### src/rtl/hazard_pkg.sv
package hazard_pkg;

  typedef enum logic [1:0] {
    OPND_REGFILE = 2'b00,
    OPND_MEMWB   = 2'b01,
    OPND_EXMEM   = 2'b10
  } opndSrc_t;

  // strobes from the qualifying control to the comparing datapath
  typedef struct packed {
    logic exMemLive;
    logic memWbLive;
    logic loadLive;
  } hazStrobe_t;

  typedef struct packed {
    logic holdPc;
    logic holdIfId;
    logic bubbleIdEx;
  } stallStrobe_t;

endpackage

### src/rtl/hazard_ctrl.sv
module hazard_ctrl
  import hazard_pkg::*;
#(
  parameter int REG_W = 3
) (
  input  logic             exMemRegWrite,
  input  logic             exMemIsLoad,
  input  logic [REG_W-1:0] exMemRd,
  input  logic [REG_W-1:0] exMemRt,
  input  logic             memWbRegWrite,
  input  logic             memWbIsLoad,
  input  logic [REG_W-1:0] memWbRd,
  input  logic [REG_W-1:0] memWbRt,
  input  logic             idExMemRead,
  input  logic [REG_W-1:0] exRt,
  output logic [REG_W-1:0] exMemDest,
  output logic [REG_W-1:0] memWbDest,
  output hazStrobe_t       strobe
);

  localparam int NUM_PROD = 2;
  localparam logic [REG_W-1:0] ZERO_REG = '0;

  logic             prodWrite [NUM_PROD];
  logic             prodLoad  [NUM_PROD];
  logic [REG_W-1:0] prodRd    [NUM_PROD];
  logic [REG_W-1:0] prodRt    [NUM_PROD];
  logic [REG_W-1:0] prodDest  [NUM_PROD];
  logic             prodLive  [NUM_PROD];

  assign prodWrite[0] = exMemRegWrite;
  assign prodLoad[0]  = exMemIsLoad;
  assign prodRd[0]    = exMemRd;
  assign prodRt[0]    = exMemRt;
  assign prodWrite[1] = memWbRegWrite;
  assign prodLoad[1]  = memWbIsLoad;
  assign prodRd[1]    = memWbRd;
  assign prodRt[1]    = memWbRt;

  // index 0 is the younger producer
  for (genvar p = 0; p < NUM_PROD; p++) begin : g_prod
    // loads write rt, everything else writes rd
    assign prodDest[p] = prodLoad[p] ? prodRt[p] : prodRd[p];
    // only a real write to a nonzero register counts
    assign prodLive[p] = prodWrite[p] && (prodDest[p] != ZERO_REG);
  end

  assign exMemDest        = prodDest[0];
  assign memWbDest        = prodDest[1];
  assign strobe.exMemLive = prodLive[0];
  assign strobe.memWbLive = prodLive[1];
  assign strobe.loadLive  = idExMemRead && (exRt != ZERO_REG);

  always_comb begin
    a_r5_no_live_without_write: assert (!(strobe.exMemLive && !exMemRegWrite)
                                        && !(strobe.memWbLive && !memWbRegWrite))
      else $error("R5: producer live without register write");
  end

endmodule

### src/rtl/opnd_select.sv
module opnd_select
  import hazard_pkg::*;
#(
  parameter int REG_W = 3
) (
  input  logic [REG_W-1:0] srcReg,
  input  logic             exMemLive,
  input  logic [REG_W-1:0] exMemDest,
  input  logic             memWbLive,
  input  logic [REG_W-1:0] memWbDest,
  output opndSrc_t         sel
);

  logic hitExMem;
  logic hitMemWb;

  assign hitExMem = exMemLive && (exMemDest == srcReg);
  assign hitMemWb = memWbLive && (memWbDest == srcReg);

  // the younger producer takes precedence
  always_comb begin
    if (hitExMem)      sel = OPND_EXMEM;
    else if (hitMemWb) sel = OPND_MEMWB;
    else               sel = OPND_REGFILE;
  end

endmodule

### src/rtl/fwd_datapath.sv
module fwd_datapath
  import hazard_pkg::*;
#(
  parameter int REG_W = 3
) (
  input  hazStrobe_t       strobe,
  input  logic [REG_W-1:0] exMemDest,
  input  logic [REG_W-1:0] memWbDest,
  input  logic [REG_W-1:0] exRs,
  input  logic [REG_W-1:0] exRt,
  input  logic [REG_W-1:0] decRs,
  input  logic [REG_W-1:0] decRt,
  input  logic             decReadsRs,
  input  logic             decReadsRt,
  output opndSrc_t         fwdA,
  output opndSrc_t         fwdB,
  output stallStrobe_t     stall
);

  localparam int NUM_OPND = 2;

  logic [REG_W-1:0] exSrc   [NUM_OPND];
  logic [REG_W-1:0] decSrc  [NUM_OPND];
  logic             decUsed [NUM_OPND];
  opndSrc_t         opndSel [NUM_OPND];
  logic [NUM_OPND-1:0] loadHit;

  assign exSrc[0]   = exRs;
  assign exSrc[1]   = exRt;
  assign decSrc[0]  = decRs;
  assign decSrc[1]  = decRt;
  assign decUsed[0] = decReadsRs;
  assign decUsed[1] = decReadsRt;

  for (genvar k = 0; k < NUM_OPND; k++) begin : g_opnd
    opnd_select #(.REG_W(REG_W)) i_sel (
      .srcReg    (exSrc[k]),
      .exMemLive (strobe.exMemLive),
      .exMemDest (exMemDest),
      .memWbLive (strobe.memWbLive),
      .memWbDest (memWbDest),
      .sel       (opndSel[k])
    );
    // the load destination is the rt of the execute instruction
    assign loadHit[k] = strobe.loadLive && decUsed[k] && (decSrc[k] == exRt);
  end

  assign fwdA = opndSel[0];
  assign fwdB = opndSel[1];

  logic stallAny;
  assign stallAny         = |loadHit;
  assign stall.holdPc     = stallAny;
  assign stall.holdIfId   = stallAny;
  assign stall.bubbleIdEx = stallAny;

  always_comb begin
    a_r1_exmem_needs_live: assert (!(fwdA == OPND_EXMEM || fwdB == OPND_EXMEM) || strobe.exMemLive)
      else $error("R1: execute/memory forward without a live producer");
    a_r2_memwb_needs_live: assert (!(fwdA == OPND_MEMWB || fwdB == OPND_MEMWB) || strobe.memWbLive)
      else $error("R2: memory/writeback forward without a live producer");
    a_r9_stall_needs_load: assert (!stallAny || strobe.loadLive)
      else $error("R9: stall without a load in execute");
  end

endmodule

### src/rtl/hazard_fwd_unit.sv
module hazard_fwd_unit
  import hazard_pkg::*;
#(
  parameter int REG_W = 3
) (
  input  logic [REG_W-1:0] decRs,
  input  logic [REG_W-1:0] decRt,
  input  logic             decReadsRs,
  input  logic             decReadsRt,
  input  logic [REG_W-1:0] exRs,
  input  logic [REG_W-1:0] exRt,
  input  logic             idExMemRead,
  input  logic             exMemRegWrite,
  input  logic             exMemIsLoad,
  input  logic [REG_W-1:0] exMemRd,
  input  logic [REG_W-1:0] exMemRt,
  input  logic             memWbRegWrite,
  input  logic             memWbIsLoad,
  input  logic [REG_W-1:0] memWbRd,
  input  logic [REG_W-1:0] memWbRt,
  output logic [1:0]       fwdA,
  output logic [1:0]       fwdB,
  output logic             holdPc,
  output logic             holdIfId,
  output logic             bubbleIdEx
);

  hazStrobe_t       strobe;
  stallStrobe_t     stall;
  opndSrc_t         selA;
  opndSrc_t         selB;
  logic [REG_W-1:0] exMemDest;
  logic [REG_W-1:0] memWbDest;

  hazard_ctrl #(.REG_W(REG_W)) i_ctrl (
    .exMemRegWrite (exMemRegWrite),
    .exMemIsLoad   (exMemIsLoad),
    .exMemRd       (exMemRd),
    .exMemRt       (exMemRt),
    .memWbRegWrite (memWbRegWrite),
    .memWbIsLoad   (memWbIsLoad),
    .memWbRd       (memWbRd),
    .memWbRt       (memWbRt),
    .idExMemRead   (idExMemRead),
    .exRt          (exRt),
    .exMemDest     (exMemDest),
    .memWbDest     (memWbDest),
    .strobe        (strobe)
  );

  fwd_datapath #(.REG_W(REG_W)) i_dp (
    .strobe     (strobe),
    .exMemDest  (exMemDest),
    .memWbDest  (memWbDest),
    .exRs       (exRs),
    .exRt       (exRt),
    .decRs      (decRs),
    .decRt      (decRt),
    .decReadsRs (decReadsRs),
    .decReadsRt (decReadsRt),
    .fwdA       (selA),
    .fwdB       (selB),
    .stall      (stall)
  );

  assign fwdA       = selA;
  assign fwdB       = selB;
  assign holdPc     = stall.holdPc;
  assign holdIfId   = stall.holdIfId;
  assign bubbleIdEx = stall.bubbleIdEx;

  always_comb begin
    a_r10_no_code_11: assert (fwdA != 2'b11 && fwdB != 2'b11)
      else $error("R10: reserved select code");
    a_r4_zero_never_stalls: assert (!holdPc || exRt != '0)
      else $error("R4: stall on register 0");
    a_r5_write_gates_forward: assert ((fwdA != 2'b10 && fwdB != 2'b10) || exMemRegWrite)
      else $error("R5: forward from a stage that does not write");
    a_r8_strobes_agree: assert (holdPc == holdIfId && holdIfId == bubbleIdEx)
      else $error("R8: stall strobes disagree");
  end

endmodule

### config.mk
export PLATFORM = sky130hd
export DESIGN_NAME = hazard_fwd_unit
export DESIGN_NICKNAME = d
export VERILOG_FILES = /design/src/rtl/hazard_pkg.sv /design/src/rtl/hazard_ctrl.sv /design/src/rtl/opnd_select.sv /design/src/rtl/fwd_datapath.sv /design/src/rtl/hazard_fwd_unit.sv
export SDC_FILE = /design/constraint.sdc
export NUM_CORES = 1
export LEC_CHECK = 0
export BUFFER_PORTS_ARGS = -buffer_cell sky130_fd_sc_hd__buf_2
export CAP_MARGIN = 10
export CORE_AREA = 2 2 39 41
export DETAILED_ROUTE_END_ITERATION = 7
export DIE_AREA = 0 0 41 43
export PLACE_DENSITY = 0.72
export RECOVER_POWER = 100
export SLEW_MARGIN = 5
export SYNTH_ARGS = -nofsm -noshare
export SYNTH_HDL_FRONTEND = slang
export SYNTH_SLANG_ARGS = --single-unit
### constraint.sdc
create_clock -name vclk -period 0.95
set_input_delay 0 -clock vclk [all_inputs]
set_output_delay 0 -clock vclk [all_outputs]
set_load 0.01 [all_outputs]
# After elaboration in Yosys (flattened, before gate mapping)
# Index checks and enable logic that the tools add are counted.
totals:
  inputBits: 31
  wordCells: 27
  out_inout_bits: 7
  register_bits: 0
op_classes:
  n_eq_ne: 6
  n_mux: 6
  reduce_logical: 15
op_table:
  columns: ["operator", "count"]
  rows:
  - ["== test 3 bit", 6]
  - ["logical AND 1 bit", 11]
  - ["nonzero test 3 bit", 3]
  - ["two-way mux 3 bit", 2]
  - ["two-way mux 2 bit", 2]
  - ["two-way mux 1 bit", 2]
  - ["OR reduction 2 bit", 1]

# Depth between registers and ports, before layout
# Gate-level depths: netlist of the first run.
depth:
  word_depth: 6
  depth_mapped: 5
  ltp_nobuf: 4

# Hierarchy
# From an unflattened synthesis of the first run, not the netlist that was laid out.
hier_totals:
  cells_unflattened: 42
  hier_area_um2: 381.6
by_module_without_submodules:
  columns: ["module", "n_inst", "area_per_inst_um2", "cells_each"]
  rows:
  - ["opnd_select", 2, 83.8, 10]
  - ["hazard_ctrl", 1, 108.9, 9]
  - ["fwd_datapath", 1, 105.1, 13]

# Worst setup path after synthesis of the first run
# OpenSTA, ideal clock, no wires.
synth_timing:
  path_type: "in2out"
  from: "input port exRt[1]"
  to: "output port holdIfId"
  arrival_time_ps: 1017
  required_time_ps: 950
  n_path_buf: 2
  path_slack_ps: -67
  stages: 5
  cell_sequence: "clkbuf_1 > xnor2_1 > nand4_1 > a21oi_1 > buf_4"
synth_between:
  elab_chain_cells: 5
  elab_cells_between_ends: 9
synth_lines:
  columns: ["element", "line", "rtl"]
  rows:
  - ["start, declared", "hazard_fwd_unit.sv:11", "input logic [REG_W-1:0] exRt,"]
  - ["nonzero test 3 bit", "hazard_ctrl.sv:52", "assign strobe.loadLive = idExMemRead && (exRt != ZERO_REG);"]
  - ["logical AND 1 bit", "hazard_ctrl.sv:52", null]
  - ["logical AND 1 bit (2 in series)", "fwd_datapath.sv:45", "assign loadHit[k] = strobe.loadLive && decUsed[k] && (decSrc[k] == exRt);"]
  - ["OR reduction 2 bit (*)", "fwd_datapath.sv:52", "assign stallAny = |loadHit;"]
  - ["end, declared", "hazard_fwd_unit.sv:24", "output logic holdIfId,"]
# Every way passes the cells marked *; elsewhere a longest branch is shown, timed or not.

# Worst setup path after layout of the first run
layout_timing:
  from: "input port exMemIsLoad"
  to: "output port fwdB[0]"
layout_between:
  elab_chain_cells: 5
  elab_cells_between_ends: 6
layout_lines:
  columns: ["element", "line", "rtl"]
  rows:
  - ["start, declared", "hazard_fwd_unit.sv:14", "input logic exMemIsLoad,"]
  - ["two-way mux 3 bit (*)", "hazard_ctrl.sv:43", "assign prodDest[p] = prodLoad[p] ? prodRt[p] : prodRd[p];"]
  - ["nonzero test 3 bit", "hazard_ctrl.sv:45", "assign prodLive[p] = prodWrite[p] && (prodDest[p] != ZERO_REG);"]
  - ["logical AND 1 bit", "hazard_ctrl.sv:45", null]
  - ["logical AND 1 bit (*)", "opnd_select.sv:17", "assign hitExMem = exMemLive && (exMemDest == srcReg);"]
  - ["two-way mux 2 bit (*)", "opnd_select.sv:22", "if (hitExMem) sel = OPND_EXMEM;"]
  - ["end, declared", "hazard_fwd_unit.sv:22", "output logic [1:0] fwdB,"]
# Marks and branches as above.

==> impl_metrics.json, run 1 <==
{
  "status": "complete, but fails checks",
  "violations": "negative setup slack",
  "gr-usage-met1": 0.197,
  "drtIter0Drc": 6,
  "port_buffers": 38,
  "routed_wl_um": 1430,
  "grt.met2_usage": 0.341,
  "peakVddDrop_uv": 189,
  "yosysSeqAreaShare": 0,
  "cp-startpoint": "exMemIsLoad",
  "grt_pass1_vias": 576,
  "fmax_mhz": 904,
  "use_met3": 0.0105,
  "hpwl_um": 1150,
  "yosys.area.top_type": "xnor2_1",
  "nFlopsAndLatches": 0,
  "antenna_found_initial": 0,
  "min_path_type": "in2out",
  "syn_inst": 52,
  "grt_usage": 0.182,
  "synth_cell_type_count": 22,
  "arrival_ns": 1.11,
  "period_minus_slack_ns": 1.11,
  "worst_slew_pin_slew_ns": 0.534,
  "finalSetupViolCount": 3,
  "layout.nets": 119,
  "die_y_um": 43,
  "drc": 0,
  "core-area_um2": 1380,
  "pwr-share-comb": 1.000,
  "crit_required_ns": 0.95,
  "top_usage_layer": "met2",
  "swShare": 0.466,
  "dpl-instance-area_um2": 642,
  "cp-start-kind": "input port",
  "p_int_uw": 188,
  "maxCapViolations": 0,
  "grt_max_degree": 7,
  "synth_area_leaders": "xnor2_1, a2111oi_4, xor2_1",
  "antenna_cells": 0,
  "hold_buffers": 0,
  "end_kind": "output port",
  "maxSlewViolCount": 0,
  "synth_area_per_cell_um2": 8.40,
  "vias": 526,
  "synth_common_cells": "xnor2_1, xor2_1, mux2i_1, nor2_1, buf_4",
  "synth_most_common_cell": "xnor2_1",
  "yosys.area.top_type_share": 0.160,
  "syn_area_um2": 437,
  "die_w_um": 41,
  "num-fill-cells": 136,
  "slew_headroom": 0.634,
  "place_congestion": 0.766,
  "area_delta_synth_final_pct": 66.8,
  "regArea_um2": 0,
  "ant_nets": 0,
  "ios": 38,
  "p_clk_frac": 0,
  "row_count": 14,
  "dr.pass1.iters": 4,
  "grt_pass1_wl_um": 2300,
  "dp_slack_ns": -0.274,
  "post_drt_via_cell_ratio": 5.16,
  "fin_area_um2": 728,
  "drive_gt1_frac": 0.616,
  "seqPwrFrac": 0,
  "rsz0062_at_grt": "true",
  "syn_nets": 83,
  "finalCritPeriodShare": 1.16,
  "start_util": 0.316,
  "clkbuf_count": 0,
  "hold_viol_final": 0,
  "cellLeakagePower_uw": 0.000324,
  "die_area_um2": 1760,
  "wl_per_cell_um": 14.0,
  "crit_path_end": "fwdB[0]",
  "path_class": "in2out",
  "critical_path_peak_fanout": 6,
  "overflow": 0,
  "power.density_nw_per_um2": 485,
  "setup_ws_ns": -0.157,
  "p_switching_uw": 164,
  "yosys_warnings": 0
}
layout make-up:
class | count | area [um^2] | area share
inverters | 2 | 7.51 | 0.0103
well taps | 16 | 20.0 | 0.0275
multi-input cells | 43 | 448 | 0.615
repair buffers | 41 | 253 | 0.347
how the worst min path moves through the flow:
stage	start	to	cells after the start	slack [ns]
final	exRs[1]	fwdA[0]	3	0.33
after global routing	exRs[1]	fwdA[0]	3	0.35
after CTS	exRs[1]	fwdA[0]	3	0.33
after detailed placement	exRs[1]	fwdA[0]	3	0.33
after global placement	exRs[1]	fwdA[0]	3	0.33
after floorplan	exRs[1]	fwdA[0]	1	0.05
timing repair:
item                       4_1_cts  5_1_grt
cloned                           0        0
pin swaps                        4        2
gates resized for setup         12        7
buffers inserted                 1        0
setup endpoints to repair        4        4
layer usage:
layer	up-vias	part of all wire
li1	253	-
met1	250	0.34
met2	21	0.60
met3	2	0.052
met4	0	0.016
met5	-	0
worst max-delay path: stages:
cell and delay (ns):
buf_12 0.12, mux2i_4 0.19, xor2_1 0.16, and4_4 0.17
a2111oi_4 0.27, buf_2 0.19
stage by stage:
stage	instances	utilization	TNS (ns)	power (uW)	hold WS (ns)
final	102	0.526	-0.292	353	0.330
after CTS	102	0.501	-0.308	332	0.334
after global routing	102	0.526	-0.565	382	0.354
after detailed placement	101	0.464	-0.708	301	0.333
after global placement	101	0.464	-0.609	292	0.328
after floorplan	52	-	0	191	0.0513
power groups by stage:
| stage | logic [uW] | registers [uW] | clock network, uW |
|---|---|---|---|
| after floorplan | 191 | 0 | 0 |
| after global placement | 292 | 0 | 0 |
| after detailed placement | 301 | 0 | 0 |
| after CTS | 332 | 0 | 0 |
| after global routing | 382 | 0 | 0 |
| final | 353 | 0 | 0 |
cell families (layout without fill, tap and decap cells):
| group | count (synthesis) | in the layout | share of synthesized area |
|---|---|---|---|
| xor gates and xnor gates | 14 | 14 | 0.281 |
| and+or+nand+nor | 13 | 13 | 0.178 |
| muxes | 6 | 6 | 0.146 |
| buffers and inverters | 9 | 43 | 0.129 |
| AOI/OAI and AO/OA | 10 | 10 | 0.266 |
cell usage in the layout, fill, tap and decap left out:
| master | synthesis | final |
|---|---|---|
| buf_2 | 0 | 35 |
| xnor2_1 | 8 | 8 |
| xor2_1 | 6 | 6 |
| nor2_1 | 5 | 5 |
| mux2i_4 | 0 | 4 |
| inv_1 | 2 | 2 |
| a21boi_1 | 0 | 2 |
| and4_4 | 2 | 2 |
| nand3_1 | 2 | 2 |
| a2111oi_4 | 2 | 2 |
| nand4_1 | 2 | 2 |
| buf_12 | 0 | 2 |
| buf_6 | 1 | 2 |
| buf_4 | 4 | 2 |
| o21bai_2 | 0 | 1 |
| or2b_1 | 1 | 1 |
| o221ai_1 | 2 | 1 |
| mux2i_1 | 5 | 1 |
| nand2b_1 | 1 | 1 |
| o32ai_2 | 0 | 1 |
| mux2i_2 | 1 | 1 |
| o221ai_2 | 0 | 1 |
| o31ai_1 | 1 | 1 |
| a21oi_1 | 1 | 1 |
Power figures use the tool's default switching activity.
==> run 2: changes to the inputs <==
--- a/config.mk
+++ b/config.mk
@@ -7,9 +7,10 @@
 export LEC_CHECK = 0
 export BUFFER_PORTS_ARGS = -buffer_cell sky130_fd_sc_hd__buf_2
 export CAP_MARGIN = 10
-export CORE_AREA = 2 2 39 41
+export CORE_AREA = 10 10 47 49
 export DETAILED_ROUTE_END_ITERATION = 7
-export DIE_AREA = 0 0 41 43
+export DIE_AREA = 0 0 57 59
+export MAX_ROUTING_LAYER = met4
 export PLACE_DENSITY = 0.72
 export RECOVER_POWER = 100
 export SLEW_MARGIN = 5
==> run 2 against run 1 <==
The flow still finishes with violations (negative setup slack). Sequential share of layout area did not move. Core utilization is 0.75 points lower. Critical endpoint unchanged. Flip-flop and latch count is the same. Total power is 2.4% lower. Maximum frequency grew 2.0%. Wire length rose by 9.0%. Die area is 91% higher. First-iteration DRC count fell by 50%.
==> impl_metrics.json, run 2 (same netlist as run 1, synthesis figures left out) <==
{
  "fin_util": 0.519,
  "hpwl_um": 1380,
  "ant_nets": 0,
  "worst_slew_pin_slew_ns": 0.462,
  "critical_path_peak_fanout": 2,
  "vias": 509,
  "hold_viol_final": 0,
  "post_drt_via_cell_ratio": 4.94,
  "regArea_um2": 0,
  "finalCritPeriodShare": 1.14,
  "swShare": 0.464,
  "p_clk_frac": 0,
  "core-area_um2": 1400,
  "crit_path_end": "fwdB[0]",
  "port_buffers": 38,
  "grt_usage": 0.0873,
  "start_util": 0.312,
  "grt_pass1_wl_um": 2460,
  "p_switching_uw": 160,
  "die_w_um": 57,
  "path_class": "in2out",
  "dr.pass1.iters": 3,
  "end_kind": "output port",
  "routed_wl_um": 1560,
  "drtIter0Drc": 3,
  "seqPwrFrac": 0,
  "layout.nets": 120,
  "wl_per_cell_um": 15.1,
  "drive_gt1_frac": 0.632,
  "overflow": 0,
  "peakVddDrop_uv": 190,
  "nFlopsAndLatches": 0,
  "setup_ws_ns": -0.135,
  "violations": "negative setup slack",
  "arrival_ns": 1.08,
  "grt_max_degree": 7,
  "mostFrequentLayoutCell": "buf_2",
  "pwr-share-comb": 1.000,
  "dpl-instance-area_um2": 642,
  "period_minus_slack_ns": 1.08,
  "antenna_found_initial": 0,
  "place_congestion": 0.778,
  "fin_area_um2": 727,
  "clkbuf_count": 0,
  "cellLeakagePower_uw": 0.000324,
  "maxSlewViolCount": 0,
  "fmax_mhz": 922,
  "row_count": 14,
  "power.density_nw_per_um2": 474,
  "cp-start-kind": "input port",
  "antenna_cells": 0,
  "hold_slack_ns": 0.337,
  "grt_pass1_vias": 556,
  "die_area_um2": 3360,
  "final_cell_mix": "buf_2, xnor2_1, xor2_1, nor2_1, mux2i_4",
  "finalSetupViolCount": 2,
  "drc": 0,
  "num-fill-cells": 149,
  "maxCapViolations": 0,
  "multi_input_area_um2": 452,
  "crit_required_ns": 0.95,
  "slew_headroom": 0.684,
  "status": "complete, but fails checks",
  "die_y_um": 59,
  "p_int_uw": 185,
  "area_delta_synth_final_pct": 66.5,
  "rsz0062_at_grt": "true",
  "min_path_type": "in2out",
  "cp-startpoint": "exMemRt[1]",
  "ios": 38
}
[run 2: changes by cell type in the layout (fill, tap and decap cells not counted)]
cell | before | now
buf_4 | 2 | 3
a21oi_1 | 1 | 0
clkbuf_2 | 0 | 3
a21oi_2 | 0 | 1
buf_6 | 2 | 0
buf_2 | 35 | 34
[run 2: power by group through the flow]
stage               Clock (uW)  Sequential, uW  Combinational [uW]
finish                       0               0                 344
global route                 0               0                 375
CTS                          0               0                 343
detailed placement           0               0                 301
global placement             0               0                 294
floorplan                    0               0                 191
[run 2: how the worst min path moves through the flow]
stage                     start        to  slack, ns  cells after the start
floorplan               exRs[1]   fwdA[0]       0.05                      1
detailed placement  idExMemRead  holdIfId       0.35                      4
global route        idExMemRead    holdPc       0.36                      4
CTS                 idExMemRead  holdIfId       0.35                      4
finish              idExMemRead  holdIfId       0.34                      4
global placement    idExMemRead    holdPc       0.34                      4
[run 2: per-layer routing]
metal	up-vias	part of all wire	global-route usage
met5	-	0	-
met3	0	0.058	0.0129
met4	0	0	0
met1	237	0.34	0.0848
met2	16	0.60	0.184
li1	256	-	-
[run 2: repair_timing]
action	4_1_cts	5_1_grt
hold buffers	0	0
pin swaps	9	5
setup buffers	2	0
gates cloned	0	0
endpoints found under the setup margin	4	3
gates resized for setup	15	2
[run 2: layout make-up]
| type | instances | area share |
|---|---|---|
| inverter | 2 | 0.0103 |
| timing repair buffer | 42 | 0.341 |
| multi-input combinational | 43 | 0.621 |
| tap | 16 | 0.0275 |
[run 2: worst max-delay path, cell delays in order]
cell       delay [ns]
buf_2            0.12
nor2_1           0.20
o221ai_1         0.15
and4_4           0.17
a2111oi_4        0.25
buf_2            0.18
[run 2: through the flow]
stage	cells	TNS (ns)	total power, uW	worst slack, ns
2_1_floorplan	52	0	191	0.00683
3_3_place_gp	101	-0.635	294	-0.251
3_5_place_dp	101	-0.756	301	-0.286
4_1_cts	103	-0.273	343	-0.140
5_1_grt	103	-0.428	375	-0.201
6_report	103	-0.254	344	-0.135
